==> config.mk <==
export PLATFORM = sky130hd
export DESIGN_NAME = mpu_uart
export DESIGN_NICKNAME = d
export VERILOG_FILES = /design/src/rtl/mpu_pkg.sv /design/src/rtl/mpu_tick_sel.sv /design/src/rtl/mpu_tx.sv /design/src/rtl/mpu_rx.sv /design/src/rtl/mpu_addr_match.sv /design/src/rtl/mpu_uart.sv
export SDC_FILE = /design/constraint.sdc
export NUM_CORES = 1
export LEC_CHECK = 0
export BUFFER_PORTS_ARGS = -buffer_cell sky130_fd_sc_hd__buf_2
export CAP_MARGIN = 20
export CORE_ASPECT_RATIO = 1.2
export CORE_MARGIN = 8
export CORE_UTILIZATION = 57
export CTS_BUF_LIST = sky130_fd_sc_hd__clkbuf_16
export CTS_CLUSTER_SIZE = 10
export DETAILED_ROUTE_END_ITERATION = 16
export PLACE_DENSITY = 0.89
export SLEW_MARGIN = 0
export SYNTH_ARGS = -nofsm -noshare
export SYNTH_HDL_FRONTEND = slang
export SYNTH_SLANG_ARGS = --single-unit
export TNS_END_PERCENT = 50
==> constraint.sdc <==
create_clock -name clk -period 2.12 [get_ports clk]
set_clock_uncertainty 0.2 [all_clocks]
set_input_delay 0.424 -clock clk [delete_from_list [all_inputs] [get_ports clk]]
set_output_delay 0.424 -clock clk [all_outputs]
set_load 0.01 [all_outputs]
==> src/rtl/mpu_pkg.sv <==
package mpu_pkg;
  typedef enum logic [1:0] {
    MD_SHIFT  = 2'b00,
    MD_UART8  = 2'b01,
    MD_UART9F = 2'b10,
    MD_UART9V = 2'b11
  } mpu_mode_e;

  typedef enum logic [2:0] {
    RX_IDLE,
    RX_START,
    RX_DATA,
    RX_NINTH,
    RX_STOP
  } rx_st_e;

  localparam int OVS = 16;
endpackage

==> src/rtl/mpu_tick_sel.sv <==
module mpu_tick_sel
  import mpu_pkg::*;
#(
  parameter int DIV_SLOW = 4,
  parameter int DIV_FAST = 2
) (
  input  logic      clk,
  input  logic      rst,
  input  mpu_mode_e mode,
  input  logic      fast_sel,
  input  logic      ext_tick,
  output logic      tick
);
  localparam int CW = $clog2(DIV_SLOW + DIV_FAST);

  logic [CW-1:0] cnt;
  logic [CW-1:0] lim;

  assign lim = fast_sel ? CW'(DIV_FAST - 1) : CW'(DIV_SLOW - 1);

  always_ff @(posedge clk) begin
    if (rst) begin
      cnt  <= '0;
      tick <= 1'b0;
    end else begin
      case (mode)
        MD_UART8, MD_UART9V: begin
          cnt  <= '0;
          tick <= ext_tick;
        end
        MD_UART9F: begin
          if (cnt >= lim) begin
            cnt  <= '0;
            tick <= 1'b1;
          end else begin
            cnt  <= cnt + CW'(1);
            tick <= 1'b0;
          end
        end
        default: begin
          cnt  <= '0;
          tick <= 1'b0;
        end
      endcase
    end
  end


  shift_no_tick_chk: assert property (@(posedge clk) disable iff (rst)
    (mode == MD_SHIFT) |=> (!tick || $past(mode) != MD_SHIFT));
endmodule

==> src/rtl/mpu_tx.sv <==
module mpu_tx #(
  parameter int DW  = 8,
  parameter int OVS = 16
) (
  input  logic          clk,
  input  logic          rst,
  input  logic          tick,
  input  logic          load,
  input  logic          nine,
  input  logic          bit9,
  input  logic [DW-1:0] data,
  output logic          txd,
  output logic          busy,
  output logic          stop_start
);
  localparam int FW = DW + 3;
  localparam int BW = $clog2(FW + 1);
  localparam int PW = $clog2(OVS);

  logic [FW-1:0] sh;
  logic [BW-1:0] bidx;
  logic [BW-1:0] bnext;
  logic [BW-1:0] last;
  logic [PW-1:0] ph;
  logic          nine_q;

  assign last  = nine_q ? BW'(DW + 2) : BW'(DW + 1);
  assign bnext = bidx + BW'(1);

  always_ff @(posedge clk) begin
    if (rst) begin
      txd        <= 1'b1;
      busy       <= 1'b0;
      stop_start <= 1'b0;
      sh         <= '1;
      bidx       <= '0;
      ph         <= '0;
      nine_q     <= 1'b0;
    end else begin
      stop_start <= 1'b0;
      if (!busy) begin
        if (load) begin
          busy   <= 1'b1;
          txd    <= 1'b0;
          sh     <= {1'b1, 1'b1, (nine ? bit9 : 1'b1), data};
          bidx   <= '0;
          ph     <= '0;
          nine_q <= nine;
        end
      end else if (tick) begin
        if (ph == PW'(OVS - 1)) begin
          ph <= '0;
          if (bidx == last) begin
            busy <= 1'b0;
            txd  <= 1'b1;
          end else begin
            bidx       <= bnext;
            txd        <= sh[0];
            sh         <= {1'b1, sh[FW-1:1]};
            stop_start <= (bnext == last);
          end
        end else begin
          ph <= ph + PW'(1);
        end
      end
    end
  end


  stop_pulse_chk: assert property (@(posedge clk) disable iff (rst)
    stop_start |=> !stop_start);


  stop_level_chk: assert property (@(posedge clk) disable iff (rst)
    stop_start |-> (txd && busy));
endmodule

==> src/rtl/mpu_rx.sv <==
module mpu_rx
  import mpu_pkg::*;
#(
  parameter int DW = 8
) (
  input  logic          clk,
  input  logic          rst,
  input  logic          tick,
  input  logic          en,
  input  logic          nine,
  input  logic          rxd_s,
  output logic          done,
  output logic [DW-1:0] dbyte,
  output logic          bit9,
  output logic          stop_ok
);
  localparam int PW = $clog2(OVS);
  localparam int CW = $clog2(DW);

  rx_st_e        st;
  logic [PW-1:0] ph;
  logic [CW-1:0] cnt;
  logic [1:0]    v;
  logic [DW-1:0] sh;
  logic          b9;
  logic          maj;

  always_comb maj = (v[1] & v[0]) | (v[1] & rxd_s) | (v[0] & rxd_s);

  always_ff @(posedge clk) begin
    if (rst) begin
      st      <= RX_IDLE;
      ph      <= '0;
      cnt     <= '0;
      v       <= '0;
      sh      <= '0;
      b9      <= 1'b0;
      done    <= 1'b0;
      dbyte   <= '0;
      bit9    <= 1'b0;
      stop_ok <= 1'b0;
    end else begin
      done <= 1'b0;
      if (!en) begin
        st <= RX_IDLE;
      end else if (tick) begin
        if (st == RX_IDLE) begin
          if (!rxd_s) begin
            st <= RX_START;
            ph <= PW'(1);
          end
        end else begin
          if (ph == PW'(7) || ph == PW'(8)) v <= {v[0], rxd_s};
          if (ph == PW'(9)) begin
            case (st)
              RX_START: if (maj) st <= RX_IDLE;
              RX_DATA:  sh <= {maj, sh[DW-1:1]};
              RX_NINTH: b9 <= maj;
              RX_STOP: begin
                done    <= 1'b1;
                stop_ok <= maj;
                dbyte   <= sh;
                bit9    <= b9;
                st      <= RX_IDLE;
              end
              default: ;
            endcase
          end
          if (ph == PW'(OVS - 1)) begin
            ph <= '0;
            case (st)
              RX_START: begin
                st  <= RX_DATA;
                cnt <= '0;
              end
              RX_DATA: begin
                if (cnt == CW'(DW - 1)) st <= nine ? RX_NINTH : RX_STOP;
                else cnt <= cnt + CW'(1);
              end
              RX_NINTH: st <= RX_STOP;
              default: ;
            endcase
          end else begin
            ph <= ph + PW'(1);
          end
        end
      end
    end
  end


  false_start_chk: assert property (@(posedge clk) disable iff (rst)
    (tick && st == RX_START && ph == PW'(9) && maj) |=> (st == RX_IDLE));


  rx_off_chk: assert property (@(posedge clk) disable iff (rst)
    !en |=> (st == RX_IDLE && !done));
endmodule

==> src/rtl/mpu_addr_match.sv <==
module mpu_addr_match #(
  parameter int AW = 8,
  parameter int NA = 2
) (
  input  logic [AW-1:0]         rx_byte,
  input  logic [NA-1:0][AW-1:0] addrs,
  input  logic [NA-1:0][AW-1:0] masks,
  output logic                  hit
);
  logic [NA-1:0] each;

  generate
    for (genvar i = 0; i < NA; i++) begin : g_cmp
      assign each[i] = (((rx_byte ^ addrs[i]) & masks[i]) == '0);
    end
  endgenerate

  assign hit = |each;
endmodule

==> src/rtl/mpu_uart.sv <==
module mpu_uart
  import mpu_pkg::*;
#(
  parameter int DW       = 8,
  parameter int DIV_SLOW = 4,
  parameter int DIV_FAST = 2
) (
  input  logic          clk,
  input  logic          rst,
  input  logic          bus_wr,
  input  logic          bus_addr,
  input  logic [7:0]    bus_wdata,
  output logic [7:0]    bus_rdata,
  input  logic          fe_sel,
  input  logic          baud16_tick,
  input  logic          div_fast,
  input  logic [DW-1:0] own_addr,
  input  logic [DW-1:0] own_mask,
  input  logic [DW-1:0] bcast_addr,
  input  logic [DW-1:0] bcast_mask,
  input  logic          rxd,
  output logic          txd,
  output logic          ti,
  output logic          ri
);
  logic sm0, sm1, sm2, ren, tb8, rb8, ti_q, ri_q, fe_q;
  logic [DW-1:0] rxbuf;
  logic [1:0]    rxd_sync;
  mpu_mode_e     mode;
  logic          nine, uart_on, tick;
  logic          tx_busy, tx_stop, tx_load;
  logic          rx_done, rx_b9, rx_stop, rx_en;
  logic [DW-1:0] rx_byte;
  logic          hit, accept, rb8_new, ctrl_wr;

  assign mode    = mpu_mode_e'({sm0, sm1});
  assign nine    = sm0;
  assign uart_on = (mode != MD_SHIFT);
  assign ctrl_wr = bus_wr && !bus_addr;
  assign tx_load = bus_wr && bus_addr && uart_on && !tx_busy;
  assign rx_en   = ren && uart_on;

  always_ff @(posedge clk) begin
    if (rst) rxd_sync <= 2'b11;
    else     rxd_sync <= {rxd_sync[0], rxd};
  end

  mpu_tick_sel #(.DIV_SLOW(DIV_SLOW), .DIV_FAST(DIV_FAST)) u_tick (
    .clk(clk), .rst(rst), .mode(mode), .fast_sel(div_fast),
    .ext_tick(baud16_tick), .tick(tick)
  );

  mpu_tx #(.DW(DW), .OVS(OVS)) u_tx (
    .clk(clk), .rst(rst), .tick(tick), .load(tx_load), .nine(nine),
    .bit9(tb8), .data(bus_wdata[DW-1:0]), .txd(txd), .busy(tx_busy),
    .stop_start(tx_stop)
  );

  mpu_rx #(.DW(DW)) u_rx (
    .clk(clk), .rst(rst), .tick(tick), .en(rx_en), .nine(nine),
    .rxd_s(rxd_sync[1]), .done(rx_done), .dbyte(rx_byte),
    .bit9(rx_b9), .stop_ok(rx_stop)
  );

  mpu_addr_match #(.AW(DW), .NA(2)) u_match (
    .rx_byte(rx_byte),
    .addrs({bcast_addr, own_addr}),
    .masks({bcast_mask, own_mask}),
    .hit(hit)
  );

  always_comb begin
    rb8_new = nine ? rx_b9 : rx_stop;
    if (!sm2)      accept = 1'b1;
    else if (nine) accept = rx_b9 && hit;
    else           accept = rx_stop && hit;
  end

  always_ff @(posedge clk) begin
    if (rst) begin
      {sm0, sm1, sm2, ren, tb8, rb8, ti_q, ri_q} <= '0;
      fe_q      <= 1'b0;
      rxbuf     <= '0;
      bus_rdata <= '0;
    end else begin
      if (ctrl_wr) begin
        if (fe_sel) fe_q <= bus_wdata[7];
        else        sm0  <= bus_wdata[7];
        {sm1, sm2, ren, tb8, rb8, ti_q, ri_q} <= bus_wdata[6:0];
      end
      if (rx_done) begin
        if (!rx_stop) fe_q <= 1'b1;
        if (accept) begin
          ri_q  <= 1'b1;
          rb8   <= rb8_new;
          rxbuf <= rx_byte;
        end
      end
      if (tx_stop) ti_q <= 1'b1;
      bus_rdata <= bus_addr ? 8'(rxbuf)
                            : {(fe_sel ? fe_q : sm0), sm1, sm2, ren, tb8, rb8, ti_q, ri_q};
    end
  end

  assign ti = ti_q;
  assign ri = ri_q;


  fe_set_chk: assert property (@(posedge clk) disable iff (rst)
    (rx_done && !rx_stop) |=> fe_q);


  fe_hold_chk: assert property (@(posedge clk) disable iff (rst)
    $fell(fe_q) |-> $past(ctrl_wr && fe_sel && !bus_wdata[7]));


  ri_src_chk: assert property (@(posedge clk) disable iff (rst)
    $rose(ri_q) |-> $past(rx_done || (ctrl_wr && bus_wdata[0])));


  ti_set_chk: assert property (@(posedge clk) disable iff (rst)
    tx_stop |=> ti_q);


  shift_idle_chk: assert property (@(posedge clk) disable iff (rst)
    (mode == MD_SHIFT && !tx_busy) |=> !tx_busy);


  filt9_chk: assert property (@(posedge clk) disable iff (rst)
    (rx_done && sm2 && nine && !rx_b9 && !ri_q && !ctrl_wr) |=> !ri_q);
endmodule

==> flow_metrics.tcl, run 1 <==
set metrics [dict create \
    status "completed" \
    ys_warn_count 0 \
    relSlewSlack_pct 59.4 \
    fin_tns_setup_ns 0 \
    ys_seq_area_share_pct 41.2 \
    fin_nets 582 \
    io_buffers 58 \
    cp_top_family "simple AND/OR/NAND/NOR gates" \
    syn2layout_area_growth_pct 19.4 \
    netlist_area_mm2 0.00408 \
    max_stage_delay_ns 0.43 \
    reg2regPathDepth 7 \
    crit_required_ns 2.19 \
    r2r_slack_ns 0.06 \
    drt-pass1-iter-count 5 \
    dpl.hpwl_mm 6.95 \
    grt_max_degree 20 \
    async_reset_ff_share_pct 0 \
    cts_hold_buf 0 \
    cp_slowest_cell "or3_2" \
    critical_path_class "register to register" \
    syn_nets 518 \
    setup_viol 0 \
    ios 59 \
    placementRows 34 \
    fin_util_pct 68.5 \
    arrival_ns 2.13 \
    drv_slew 0 \
    top_layer "met4" \
    wl_met3_um 443 \
    dr_total_vias 3521 \
    pre_cts_slack_ns -0.00767 \
    numCtsBuffers 9 \
    peakVddDrop_mv 0.690 \
    worstMarginPinSlew_ns 0.607 \
    min_path_cells 2 \
    power.density_mw_per_mm2 715 \
    cts_tree "built" \
    synth-main-ff-cell "dfxtp_1" \
    met1_length_mm 4.22 \
    via_per_inst 5.68 \
    synth_common_cells "dfxtp_1, nor2_1, mux2i_1" \
    dieArea_mm2 0.0101 \
    synth_edf_count 0 \
    fp.dieH_um 109 \
    die_x_um 93.2 \
    whs_ns 0.0669 \
    hold_class "input pin to register" \
    cap_violations 0 \
    final_layout_size_suffix_gt1_share_pct 22.5 \
    clk_path_buf_depth 2 \
    grtUsageTotal_pct 20.1 \
    grt_pass1_wl_mm 16.5 \
    yosysMostFrequentCell "dfxtp_1" \
    cts.sinks 84 \
    cp_cell_sequence "ha_2 -> ha_2 -> nand2b_1 -> mux2i_1 -> nand3_2 -> or3_2 -> a21oi_1" \
    post_synth.cell_area_avg_um2 8.85 \
    synthTopCellsByArea "dfxtp_1, mux2i_1, nor2_1" \
    drtIter0Drc 217 \
    wl_mm 10.1 \
    routedWlPerCell_um 16.3 \
    wl_met2_mm 5.33 \
    drc 0 \
    synth_top_area_cell "dfxtp_1" \
    critPathBufInv 0 \
    antenna_cells 0 \
    clk_pin_slew_ns 0.06 \
    postRouteAntennaNets 0 \
    clk_latency_ns 0.34 \
    grt_pass1_vias 3480 \
    setup_ws_ns 0.0639 \
    clockRootBuffer "clkbuf_16" \
    cp.depth 7 \
    critPathLaunchType "register" \
    path_max_fanout 6 \
    nFillCells 514 \
    critPathCaptureType "register" \
    power_leakage_nw 2.02 \
    worst_path_most_repeated_cell "ha_2" \
    finalCritPeriodShare_pct 97.0 \
    grt_antenna_before_repair 0 \
    period_minus_slack_ns 2.06 \
    synth_top_area_share_pct 41.2 \
    start_util_pct 57.4 \
    gp_congestion 0.897 \
    cts_max_level 3 \
    syn_inst 461 \
    core_area_mm2 0.00710 \
    max_freq_mhz 486 \
    synth_cell_types 54 \
    final_hold_viol_count 0 \
    total_power_w 0.00348 \
    grt_overflow 0 \
    ys_ff_latch 84 \
]
## layout make-up
cell class              instances  area, um2  share of cell area, %
multi-input cells             344       2270                   46.6
flip-flops and latches         84       1680                   34.6
repair buffers                 76        450                   9.25
clock buffers                   9        225                   4.63
well taps                      90        113                   2.31
clock inverters                 7       91.3                   1.88
inverters                      10       37.5                  0.771
## through the flow
step           instances  area [um2]
2_1_floorplan        461        4080
3_3_place_gp         603        4510
3_5_place_dp         603        4510
4_1_cts              619        4830
5_1_grt              620        4870
6_report             620        4870
## sequential cells by signal, summed over array words and instances (netlist names), 2 cells and up
| signal | flops |
|---|---|
| rxbuf | 8 |
| rxd_sync | 2 |
| u_rx.st | 3 |
| u_tick.cnt | 3 |
| u_tx.sh | 9 |
| bus_rdata | 8 |
| u_rx.v | 2 |
| u_rx.sh | 8 |
| u_rx.dbyte | 8 |
| u_rx.cnt | 3 |
| u_tx.bidx | 4 |
| u_rx.ph | 4 |
| u_tx.ph | 4 |
## metal layers
| layer | global-route usage (%) | vias up |
|---|---|---|
| met5 | 0 | - |
| met4 | 7.04 | 0 |
| met3 | 4.82 | 14 |
| met2 | 35.5 | 96 |
| met1 | 23.1 | 1673 |
| li1 | - | 1738 |
## timing repair
item | 4_1_cts | 5_1_grt
pin swaps | 0 | 2
endpoints found under the setup margin | 1 | 10
buffers inserted | 0 | 1
resized for setup | 1 | 5
## power breakdown
group / internal (W) / switching (W)
logic: 0.0000965 / 0.000117
registers: 0.00160 / 0.0000157
clock network: 0.00103 / 0.000626
total: 0.00272 / 0.000759
## cell families after synthesis
logic type      after synthesis  share of synthesized area (%)
xor+xnor                     21                           4.51
buf+inv                      33                           3.59
fa+ha+maj                    10                           3.01
mux                          50                           12.5
simple gates                177                           21.0
flops                        84                           41.2
compound gates               86                           14.1
## final timing paths
kind                                 start                        to
setup / recovery  u_rx.cnt[0]$_SDFFE_PP0P_  u_rx.cnt[0]$_SDFFE_PP0P_
hold / removal                         rxd    rxd_sync[0]$_SDFF_PP1_
setup reg to reg  u_rx.cnt[0]$_SDFFE_PP0P_  u_rx.cnt[0]$_SDFFE_PP0P_
hold reg to reg     rxd_sync[0]$_SDFF_PP1_    rxd_sync[1]$_SDFF_PP1_
## cell usage in the layout, fill, tap and decap left out, types with 16 or more instances in the layout
cell type,instances
o21ai_0,16
nor2_1,67
nand3_1,17
buf_4,16
nand2_1,41
xor2_1,19
a21oi_1,26
mux2i_1,42
buf_2,58
dfxtp_1,83
(Power assumes the default switching activity.)
==> run 2: changes to the inputs <==
Settings changed: CORE_MARGIN 8 to unset, CORE_UTILIZATION 57 to 59, CTS_BUF_LIST sky130_fd_sc_hd__clkbuf_16 to sky130_fd_sc_hd__clkbuf_4, PLACE_DENSITY 0.89 to 0.91.
==> flow_metrics.tcl, run 2 (synthesized netlist as in run 1, its figures left out) <==
set metrics [dict create \
    dpl_cell_area_mm2 0.00449 \
    cp_cell_sequence "or3b_4 -> nor3_4 -> buf_12 -> mux2i_1 -> nor2_1" \
    cp_top_family "simple AND/OR/NAND/NOR gates" \
    via_per_inst 5.80 \
    pre_cts_slack_ns -0.0426 \
    crit_required_ns 2.22 \
    placementRows 32 \
    core_area_mm2 0.00657 \
    grt_antenna_before_repair 0 \
    nFillCells 494 \
    gp_congestion 0.843 \
    worstHoldStart "bus_wdata[4]" \
    grt_max_degree 29 \
    io_buffers 58 \
    pwr-share-clk_pct 28.4 \
    largest-register "u_tx.sh" \
    seqPwrFrac_pct 63.3 \
    status "completed" \
    power_frac_comb_pct 8.2 \
    relSlewSlack_pct 73.1 \
    critPathBufInv 1 \
    dieArea_mm2 0.00725 \
    final_layout_size_suffix_gt1_share_pct 21.2 \
    drv_slew 0 \
    start_util_pct 62.1 \
    dpl.hpwl_mm 6.59 \
    hold_class "input pin to register" \
    grtUsageTotal_pct 26.2 \
    p_int_w 0.00192 \
    critPathCaptureType "register" \
    clk_path_buf_depth 2 \
    path_max_fanout 13 \
    cts_max_level 3 \
    ios 59 \
    grt_pass1_wl_mm 15.1 \
    grt_pass1_vias 3450 \
    postRouteAntennaNets 0 \
    cap_violations 0 \
    clk_pin_slew_ns 0.12 \
    final_cell_area_mm2 0.00464 \
    p_sw_share_pct 24.4 \
    cts.sinks 84 \
    clockRootBuffer "clkbuf_4" \
    power.density_mw_per_mm2 549 \
    grt_overflow 0 \
    period_minus_slack_ns 1.99 \
    critical_path_class "register to register" \
    largest_register_ff_count 9 \
    worstMarginPinSlew_ns 0.404 \
    power_leakage_nw 1.93 \
    layout_common_cells "dfxtp_1, nor2_1, buf_2" \
    fin_tns_setup_ns 0 \
    fin_nets 581 \
    final_hold_viol_count 0 \
    fp.dieH_um 93.1 \
    finalCritPeriodShare_pct 93.8 \
    cp-startpoint "u_rx.st[1]$_SDFFE_PP0P_" \
    drtIter0Drc 275 \
    antenna_cells 0 \
    syn2layout_area_growth_pct 13.7 \
    wl_mm 9.12 \
    peakVddDrop_mv 0.458 \
    dr_total_vias 3557 \
    p_switching_w 0.000620 \
    critPathLaunchType "register" \
    max_freq_mhz 503 \
    drt-pass1-iter-count 5 \
    final_common_cell "dfxtp_1" \
    cts_tree "built" \
    setup_ws_ns 0.132 \
    die_x_um 77.9 \
    setup_viol 0 \
    r2r_start "u_rx.st[1]$_SDFFE_PP0P_" \
    numCtsBuffers 9 \
    arrival_ns 2.09 \
    cp_slowest_cell "dfxtp_1" \
    clk_latency_ns 0.42 \
    routedWlPerCell_um 14.9 \
    max_stage_delay_ns 0.57 \
    drc 0 \
]
run 2: cell types whose count changed in the layout (fill, tap and decap cells not counted), moves of 2 or more:
cell,change
clkbuf_4,+10
clkinv_4,-2
ha_2,-3
ha_1,+3
clkbuf_16,-9
bufinv_16,-2
buf_4,-2
clkinv_1,+3
run 2: final cells by class:
cell class	instances	area (um2)	area share, %
clock buffer	10	75.1	1.62
clock inverter	5	20.0	0.432
inverter	10	37.5	0.810
multi-input combinational	344	2270	48.9
sequential	84	1680	36.3
tap	85	106	2.29
timing repair buffer	75	445	9.61
run 2: per-layer routing:
metal  vias to the layer above  track usage (%)  part of all wire [%]
met1                      1677             31.2                    42
met5                         -                0                     0
met3                        23             3.80                   4.5
li1                       1739                -                     -
met4                         0             16.0                   2.9
met2                       118             44.5                    50
run 2: what timing repair did:
item	4_1_cts	5_1_grt
hold endpoints to repair	1	0
endpoints found under the setup margin	0	9
setup buffers	0	1
hold buffers	1	0
resized for setup	0	6
run 2: tightest hold or removal path, delay by kind of cell:
kind                   cells  cell delay (ns)
buffers and inverters      1             0.10
and+or+nand+nor            1             0.05
AOI/OAI and AO/OA          1             0.05
run 2: power by group through the flow:
stage,sequential [W],clock [W],combinational (W)
after floorplan,0.00164,0,0.000115
after global placement,0.00164,0,0.000199
after detailed placement,0.00165,0,0.000206
after CTS,0.00161,0.000737,0.000209
after global routing,0.00161,0.000815,0.000230
final,0.00161,0.000723,0.000210
run 2: worst paths after layout:
kind                             endpoint  slack, ns  cells after the start
setup / recovery  u_rx.sh[4]$_SDFFE_PP0P_       0.13                      5
hold / removal           ren$_SDFFE_PP0P_       0.04                      3
setup reg to reg  u_rx.sh[4]$_SDFFE_PP0P_       0.13                      5
hold reg to reg    rxd_sync[1]$_SDFF_PP1_       0.25                      1
run 2: stage by stage:
| step | util, % | hold WS (ns) | std cells | power, W |
|---|---|---|---|---|
| 6_report | 70.6 | 0.0366 | 613 | 0.00254 |
| 5_1_grt | 70.6 | 0.0445 | 613 | 0.00266 |
| 4_1_cts | 70.0 | 0.0222 | 612 | 0.00256 |
| 3_5_place_dp | 68.4 | 0.207 | 596 | 0.00185 |
| 3_3_place_gp | 68.4 | 0.192 | 596 | 0.00184 |
| 2_1_floorplan | - | 0.189 | 461 | 0.00176 |
==> run 3: changes to the inputs <==
Settings changed: ABC_AREA set to 1, BUFFER_PORTS_ARGS -buffer_cell sky130_fd_sc_hd__buf_2 to -buffer_cell sky130_fd_sc_hd__buf_4.
==> flow_metrics.tcl, run 3 <==
set metrics [dict create \
    status "completed" \
    synth_edf_count 0 \
    syn2layout_area_growth_pct 15.4 \
    ys_seq_area_share_pct 41.6 \
    gp_congestion 0.868 \
    clk_path_buf_depth 2 \
    numCtsBuffers 9 \
    hold_class "input pin to register" \
    cts_max_level 3 \
    syn_inst 562 \
    final_cells 707 \
    cts.repair.resized 0 \
    synth_top_area_share_pct 41.6 \
    met1_length_mm 3.90 \
    rsz0062_at_grt "no" \
    min_path_cells 2 \
    fin_tns_setup_ns 0 \
    postRouteAntennaNets 0 \
    routedWlPerCell_um 12.6 \
    dr_total_vias 3780 \
    dpl.hpwl_mm 6.74 \
    grt_antenna_before_repair 0 \
    fin_nets 675 \
    post_synth.cell_area_avg_um2 7.18 \
    drtIter0Drc 251 \
    grt_pass1_wl_mm 15.0 \
    wl_mm 8.91 \
    wl_met2_mm 4.29 \
    rr_endpoint "u_tx.sh[6]$_SDFFE_PP1P_" \
    p_int_w 0.00208 \
    grt_pass1_vias 3635 \
    synthTopCellsByArea "dfxtp_1, nand2_1, nor2_1" \
    syn_nets 619 \
    p_sw_share_pct 24.9 \
    critPathCaptureType "register" \
    ios 59 \
    power.density_mw_per_mm2 596 \
    r2r_start "u_tx.busy$_SDFF_PP0_" \
    core_area_mm2 0.00653 \
    arrival_ns 1.98 \
    async_reset_ff_share_pct 0 \
    dpl_cell_area_mm2 0.00453 \
    grtUsageTotal_pct 26.3 \
    cp_top_family "simple AND/OR/NAND/NOR gates" \
    path_max_fanout 18 \
    largest_register_ff_count 9 \
    top_layer "met4" \
    total_power_w 0.00278 \
    max_stage_delay_ns 0.55 \
    setup_viol 0 \
    worstHoldStart "baud16_tick" \
    layout_common_cells "nand2_1, nor2_1, dfxtp_1" \
    p_switching_w 0.000691 \
    place_inst 691 \
    ys_ff_latch 84 \
    power_leakage_nw 2.07 \
    die_x_um 77.5 \
    dieArea_mm2 0.00718 \
    largest-register "u_tx.sh" \
    fp.dieH_um 92.6 \
    cp_cell_sequence "nand2_2 -> nor2_2 -> nand2_2 -> clkinv_2 -> nand2_2 -> nand2_4 -> inv_4 -> a21oi_1 -> o31ai_2" \
    grt_overflow 0 \
    antenna_cells 0 \
    netlist_area_mm2 0.00404 \
    power_frac_comb_pct 10.1 \
    via_per_inst 5.35 \
    seqPwrFrac_pct 58.8 \
    max_freq_mhz 532 \
    pwr-share-clk_pct 31.1 \
    relSlewSlack_pct 57.7 \
    cap_violations 0 \
    synth_common_cells "nand2_1, nor2_1, dfxtp_1" \
    synth_cell_types 40 \
    period_minus_slack_ns 1.88 \
    final_cell_area_mm2 0.00466 \
    wl_met3_um 422 \
    finalCritPeriodShare_pct 88.6 \
    cts_setup_buffers 0 \
    fin_util_pct 71.4 \
    grt_max_degree 45 \
    yosysMostFrequentCell "nand2_1" \
    start_util_pct 61.9 \
    drt-pass1-iter-count 4 \
    drc 0 \
    worstMarginPinSlew_ns 0.633 \
    hold_path_end "u_tick.tick$_SDFF_PP0_" \
    io_buffers 58 \
    critPathBufInv 2 \
    final_hold_viol_count 0 \
    cts_hold_buf 1 \
    critical_path_class "register to register" \
    cts_tree "built" \
    final_layout_size_suffix_gt1_share_pct 20.1 \
    synth_top_area_cell "dfxtp_1" \
    crit_required_ns 2.22 \
    ys_warn_count 0 \
    clockRootBuffer "clkbuf_4" \
    peakVddDrop_mv 0.429 \
    r2r_slack_ns 0.24 \
    critPathLaunchType "register" \
    cp_slowest_cell "dfxtp_1" \
    reg2regPathDepth 9 \
    cts.sinks 84 \
    placementRows 32 \
    clk_pin_slew_ns 0.13 \
    synth-main-ff-cell "dfxtp_1" \
    final_common_cell "nand2_1" \
    worst_path_most_repeated_cell "nand2_2" \
    drv_slew 0 \
    clk_latency_ns 0.42 \
]
-- run 3: changes by cell type in the layout (fill, tap and decap cells not counted), moves of 31 or more --
cell and delta:
buf_4 +46, nand2_1 +58, buf_2 -58, mux2i_1 -42, o21ai_0 +31, inv_1 +34
-- run 3: layout make-up --
cell class	instances	area, um2
sequential	84	1680
clock inverter	6	56.3
tap	85	106
fill	532	1870
multi-input combinational	395	2010
inverter	66	253
clock buffer	9	67.6
timing repair buffer	62	480
-- run 3: worst reg2reg max path: cells and delay by family (launching register included) --
| kind | cells | cell delay (ns) |
|---|---|---|
| flip-flops | 1 | 0.55 |
| AND/OR/NAND/NOR | 5 | 0.56 |
| AO/OA/AOI/OAI | 2 | 0.28 |
| buffers and inverters | 2 | 0.17 |
-- run 3: layer usage --
metal	global-route usage, %	up-vias
li1	-	1942
met1	29.8	1704
met2	46.1	107
met3	6.11	27
met4	12.7	0
met5	0	-
-- run 3: kinds of logic (layout without fill, tap and decap cells) --
family	Yosys count	count (layout)	synth area share, %
flops	84	84	41.6
xor+xnor	4	4	0.868
simple gates	263	263	29.4
fa+ha+maj	10	10	3.04
compound gates	118	118	16.6
buf+inv	83	143	8.46
-- run 3: metrics by stage --
step	hold slack (ns)	setup WS, ns
floorplan	0.189	0.479
global placement	0.191	0.256
detailed placement	0.203	0.168
CTS	0.0408	0.260
global route	0.0387	0.102
finish	0.0507	0.242
-- run 3: power by group through the flow --
stage	Sequential [W]	Clock [W]	Combinational, W
final	0.00163	0.000864	0.000280
after global routing	0.00164	0.000948	0.000311
after CTS	0.00163	0.000881	0.000279
after detailed placement	0.00167	0	0.000277
after global placement	0.00167	0	0.000267
after floorplan	0.00166	0	0.000151
-- run 3: worst max-delay path by stage --
stage                                    start                       to  cells past startpoint
after CTS                 u_tx.busy$_SDFF_PP0_  u_tx.sh[6]$_SDFFE_PP1P_                      9
final                     u_tx.busy$_SDFF_PP0_  u_tx.sh[6]$_SDFFE_PP1P_                      9
after floorplan                       bus_addr          fe_q$_SDFF_PP0_                      8
after global placement           bcast_addr[4]           rb8$_SDFF_PP0_                     14
after detailed placement         bcast_addr[4]           rb8$_SDFF_PP0_                     14
after global routing      u_tx.busy$_SDFF_PP0_  u_tx.sh[6]$_SDFFE_PP1P_                      9
